**src/rtl/txq_pkg.sv**
```systemverilog
package txq_pkg;
   typedef enum logic [1:0] {
      TXQ_FORWARD = 2'd0,
      TXQ_HOLD    = 2'd1,
      TXQ_DRAIN   = 2'd2
   } txq_mode_e;
endpackage

```
**src/rtl/txq_link_mon.sv**
```systemverilog
module txq_link_mon
   import txq_pkg::*;
(
   input  logic      rx_sync_ok,
   input  logic      an_done,
   input  logic      flush_en,
   output txq_mode_e mode
);
   always_comb begin
      if (rx_sync_ok && an_done) mode = TXQ_FORWARD;
      else if (flush_en)         mode = TXQ_DRAIN;
      else                       mode = TXQ_HOLD;
   end
endmodule

```
**src/rtl/txq_store.sv**
```systemverilog
module txq_store #(
   parameter int DATA_W = 8,
   parameter int DEPTH  = 64,
   localparam int AW    = (DEPTH > 1) ? $clog2(DEPTH) : 1,
   localparam int CW    = AW + 1
) (
   input  logic              clk,
   input  logic              rst_n,
   input  logic              push,
   input  logic [DATA_W-1:0] push_data,
   input  logic              pop,
   output logic [DATA_W-1:0] head_data,
   output logic [CW-1:0]     fill_cnt,
   output logic              empty,
   output logic              full
);
   localparam bit POW2 = (DEPTH == (1 << AW));

   logic [DATA_W-1:0] mem [DEPTH];
   logic [AW-1:0]     wr_ptr, rd_ptr, wr_nxt, rd_nxt;

   generate
      if (POW2) begin : g_wrap_pow2
         assign wr_nxt = wr_ptr + 1'b1;
         assign rd_nxt = rd_ptr + 1'b1;
      end else begin : g_wrap_cmp
         assign wr_nxt = (wr_ptr == AW'(DEPTH - 1)) ? '0 : wr_ptr + 1'b1;
         assign rd_nxt = (rd_ptr == AW'(DEPTH - 1)) ? '0 : rd_ptr + 1'b1;
      end
   endgenerate

   always_ff @(posedge clk) begin
      if (push) mem[wr_ptr] <= push_data;
   end

   always_ff @(posedge clk or negedge rst_n) begin
      if (!rst_n) begin
         wr_ptr   <= '0;
         rd_ptr   <= '0;
         fill_cnt <= '0;
      end else begin
         if (push) wr_ptr <= wr_nxt;
         if (pop)  rd_ptr <= rd_nxt;
         fill_cnt <= fill_cnt + CW'(push) - CW'(pop);
      end
   end

   assign head_data = mem[rd_ptr];
   assign empty     = (fill_cnt == '0);
   assign full      = (fill_cnt == CW'(DEPTH));
endmodule

```
**src/rtl/txq_ovf_flag.sv**
```systemverilog
module txq_ovf_flag (
   input  logic clk,
   input  logic rst_n,
   input  logic set_i,
   input  logic clr_i,
   output logic flag_o
);
   always_ff @(posedge clk or negedge rst_n) begin
      if (!rst_n)     flag_o <= 1'b0;
      else if (set_i) flag_o <= 1'b1;
      else if (clr_i) flag_o <= 1'b0;
   end
endmodule

```
**src/rtl/txq_flush_fifo.sv**
```systemverilog
module txq_flush_fifo
   import txq_pkg::*;
#(
   parameter int DATA_W = 8,
   parameter int DEPTH  = 64
) (
   input  logic              clk,
   input  logic              rst_n,
   input  logic              wr_en,
   input  logic [DATA_W-1:0] wr_data,
   output logic              wr_full,
   output logic [DATA_W-1:0] rd_data,
   output logic              rd_valid,
   input  logic              rd_ready,
   input  logic              rx_sync_ok,
   input  logic              an_done,
   input  logic              flush_en,
   input  logic              ovf_clr,
   output logic              ovf_sticky
);
   localparam int AW = (DEPTH > 1) ? $clog2(DEPTH) : 1;
   localparam int CW = AW + 1;

   generate
      if (DATA_W < 1) begin : g_bad_width
         $error("txq_flush_fifo: DATA_W must be at least 1");
      end
      if (DEPTH < 2) begin : g_bad_depth
         $error("txq_flush_fifo: DEPTH must be at least 2");
      end
   endgenerate

   txq_mode_e   mode;
   logic        drain, fwd, empty, push, pop;
   logic [CW-1:0] fill_cnt;

   txq_link_mon u_link (
      .rx_sync_ok (rx_sync_ok),
      .an_done    (an_done),
      .flush_en   (flush_en),
      .mode       (mode)
   );

   assign fwd      = (mode == TXQ_FORWARD);
   assign drain    = (mode == TXQ_DRAIN);
   assign rd_valid = fwd && !empty;
   assign pop      = (rd_valid && rd_ready) || (drain && !empty);
   assign push     = wr_en && !wr_full;

   txq_store #(.DATA_W(DATA_W), .DEPTH(DEPTH)) u_store (
      .clk       (clk),
      .rst_n     (rst_n),
      .push      (push),
      .push_data (wr_data),
      .pop       (pop),
      .head_data (rd_data),
      .fill_cnt  (fill_cnt),
      .empty     (empty),
      .full      (wr_full)
   );

   txq_ovf_flag u_ovf (
      .clk    (clk),
      .rst_n  (rst_n),
      .set_i  (wr_en && wr_full),
      .clr_i  (ovf_clr),
      .flag_o (ovf_sticky)
   );
endmodule

```
**config.mk**
```make
export PLATFORM = sky130hd
export DESIGN_NAME = txq_flush_fifo
export DESIGN_NICKNAME = d
export VERILOG_FILES = /design/src/rtl/txq_pkg.sv /design/src/rtl/txq_link_mon.sv /design/src/rtl/txq_store.sv /design/src/rtl/txq_ovf_flag.sv /design/src/rtl/txq_flush_fifo.sv
export SDC_FILE = /design/constraint.sdc
export NUM_CORES = 1
export LEC_CHECK = 0
export BUFFER_PORTS_ARGS = -buffer_cell sky130_fd_sc_hd__buf_2
export CAP_MARGIN = 20
export CORE_ASPECT_RATIO = 0.9
export CORE_MARGIN = 1
export CORE_UTILIZATION = 50
export CTS_CLUSTER_SIZE = 14
export DETAILED_ROUTE_END_ITERATION = 8
export GPL_TIMING_DRIVEN = 0
export PLACE_DENSITY = 0.75
export SYNTH_ARGS = -nofsm -noshare
export SYNTH_HDL_FRONTEND = slang
export SYNTH_SLANG_ARGS = --single-unit
```
**constraint.sdc**
```tcl
create_clock -name clk -period 4.2 [get_ports clk]
set_input_delay 0.21 -clock clk [delete_from_list [all_inputs] [get_ports clk]]
set_output_delay 0.21 -clock clk [all_outputs]
set_load 0.005 [all_outputs]
```
==> impl_metrics.json <==
{
  "hpwl_mm": 30.37,
  "p_leak_nw": 7.708,
  "arrival_ns": 3.71,
  "ctsRootBufferMaster": "clkbuf_16",
  "setup_viol": 0,
  "yosysTopAreaCell": "edfxtp_1",
  "cp-end-kind": "primary output",
  "path_class": "flop to primary output",
  "cp-start-kind": "flop",
  "cp_num_buf_inv": 3,
  "cap_viol_max_count": 0,
  "yosys_warnings": 0,
  "gr-total-overflow": 0,
  "syn_area_per_cell_um2": 19.73,
  "core_area_um2": 41080,
  "antenna_found_initial": 0,
  "nFillCells": 2948,
  "ir_drop_mv": 0.4236,
  "synth-edff-count": 512,
  "firstDrtPassIters": 5,
  "wl_per_cell_um": 27.77,
  "die_area_um2": 42940,
  "gp_congestion": 0.9403,
  "port_buffers": 26,
  "synth_area_leaders": "edfxtp_1 (73%), mux4_2 (10%), mux2i_1 (3.8%)",
  "critPathSlowestCell": "clkbuf_1",
  "clock_latency_ns": 0.57,
  "hold_violations": 0,
  "synthArstFlopShare_pct": 3.759,
  "maxSlewHeadroom_pct": 25.52,
  "clock_path_buffers": 3,
  "syn_nets": 1095,
  "syn2layout_area_growth_pct": 12.06,
  "rows": 70,
  "cts_buffers": 52,
  "die_w_um": 218.3,
  "layout_min_cycle_time_ns": 3.918,
  "yosysMostFrequentCell": "edfxtp_1",
  "vias": 10870,
  "setup_tns_ns": 0,
  "finalNetCount": 1186,
  "timing.final.crit_share_pct": 93.29,
  "powerDensity_nw_per_um2": 660.1,
  "holdBufCountCts": 3,
  "grt_util_all_layers_pct": 22.98,
  "grt_pass1_wl_mm": 70.40,
  "synthTopCellsByCount": "edfxtp_1 (512), mux4_2 (97), nor2_1 (82)",
  "status": "complete, no violations",
  "clock-sinks": 532,
  "max_stage_delay_ns": 0.61,
  "clk_pin_slew_worst_paths_ns": 0.06,
  "yosysSeqAreaShare_pct": 75.39,
  "required_ns": 3.99,
  "cts_tree": "done",
  "post_cts_resized": 0,
  "synth_top_cell_area_share_pct": 73.02,
  "yosysUniqueCellTypes": 49,
  "worstPathCellList": "buf_2 > nand3b_1 > clkbuf_1 > nor2_1 > a2111oi_2 > o21ai_1 > a21oi_1 > a211oi_1 > buf_2",
  "finalPower_w": 0.01558,
  "critPathMaxFanout": 10,
  "drv_slew": 0,
  "grt_max_degree": 65,
  "diodes": 0,
  "min_path_type": "primary input to flop",
  "crit_top_cell": "buf_2",
  "tightest_slew_ns": 1.117,
  "start_util_pct": 51.26,
  "detail_route.vias_per_cell": 6.274,
  "io_pins": 27,
  "synth_area_um2": 21060,
  "path_delay_family": "compound AO/OA/AOI/OAI gates",
  "rsz0062_at_grt": "no",
  "ys_seq_elements": 532,
  "max_freq_ghz": 0.2552,
  "drt_wl_total_mm": 48.13,
  "ys.flop_type": "edfxtp_1",
  "drc": 0,
  "syn_inst": 1067,
  "skew_ns": 0.01910,
  "h-tree-depth": 2,
  "drt_iter0_drc": 1469,
  "layout-drive-gt1-share_pct": 21.04,
  "cts_setup_buffers": 0,
  "postRouteAntennaNets": 0,
  "grt_pass1_vias": 10610,
  "die_y_um": 196.7
}
[final cells by class]
cell class,count,area [µm²],area share [%]
clock buffer,63,1364,5.780
buffer,56,342.8,1.453
sequential,532,15880,67.28
multi-input combinational,464,4782,20.27
clock inverter,26,190.2,0.8060
tap,540,675.6,2.863
inverter,15,56.30,0.2386
timing repair buffer,37,310.3,1.315
[sequential cells by signal, indices dropped and copies added (netlist names)]
name              flops
u_store.rd_ptr        6
u_store.fill_cnt      7
u_store.wr_ptr        6
u_ovf.flag_o          1
u_store.mem         512
[path summary, 6_finish.rpt]
path	depth (start not counted)	slack [ns]	from	to
max reg2reg	16	0.89	u_store.fill_cnt[2]	u_store.fill_cnt[6]
min in group asynchronous	2	0.15	rst_n	u_store.fill_cnt[0]
max	9	0.28	u_store.rd_ptr[2]	rd_data[3]
min reg2reg	2	0.58	u_store.fill_cnt[5]	u_store.fill_cnt[6]
max in group asynchronous	2	3.67	rst_n	u_store.rd_ptr[4]
min	1	0.11	wr_data[5]	u_store.mem[8][5]
[worst reg2reg max path, cell delays in order, from the launching register on]
cell,delay (ns)
dfrtp_1,0.37
inv_1,0.07
ha_1,0.19
nand2_1,0.08
nor4_1,0.06
a21oi_1,0.60
ha_1,0.36
inv_1,0.06
ha_1,0.16
inv_1,0.06
fa_1,0.43
nand2b_1,0.16
a21oi_1,0.17
o21ai_0,0.09
a21oi_1,0.16
nor2_1,0.07
xnor2_1,0.12
[per-layer routing]
metal  vias to the layer above  GRT usage (%)  part of all wire, %
met5                         -              0                    0
met4                         0          7.537                  3.2
met1                      5629          33.78                   41
met2                       636          34.58                   45
met3                        98          4.846                   11
li1                       4510              -                    -
[where the power goes]
group          internal [W]  total [W]  switching [W]
clock               0.00247    0.00434        0.00187
combinational       0.00199    0.00503        0.00304
sequential          0.00610    0.00621       0.000110
[logic make-up (layout without fill, tap and decap cells)]
group                    after synthesis  after routing  synth area share, %
buffers and inverters                 71            197                1.896
multiplexers                         187            187                14.71
flip-flops                           532            532                75.39
AO/OA/AOI/OAI                        105            105                3.571
AND/OR/NAND/NOR                      145            145                3.054
XOR/XNOR                              15             15               0.6239
adder cells (fa/ha/maj)               12             12               0.7487
[layout by cell type (no fill, tap or decap), types with 8 or more instances in the layout]
cell type	n
a211oi_1	12
a21oi_1	19
buf_2	45
buf_6	8
clkbuf_1	27
clkbuf_16	53
clkinv_1	14
clkinv_2	8
dfrtp_1	20
edfxtp_1	512
ha_1	11
inv_1	15
mux2_2	10
mux2i_1	80
mux4_2	97
nand2_1	24
nand3_1	9
nor2_1	82
o21ai_0	10
o221ai_1	8
o22ai_1	20
xnor2_1	11
[through the flow]
stage	cell area, µm²	hold slack (ns)	util, %	cells	worst slack (ns)
2_1_floorplan	21060	-0.08559	-	1067	1.442
3_3_place_gp	21860	0.2133	53.22	1633	0.8646
3_5_place_dp	21860	0.2163	53.22	1633	0.8531
4_1_cts	23450	0.1510	57.08	1725	0.3654
5_1_grt	23600	0.1164	57.44	1733	0.2516
6_report	23600	0.1094	57.44	1733	0.2819
(Power assumes the default switching activity.)
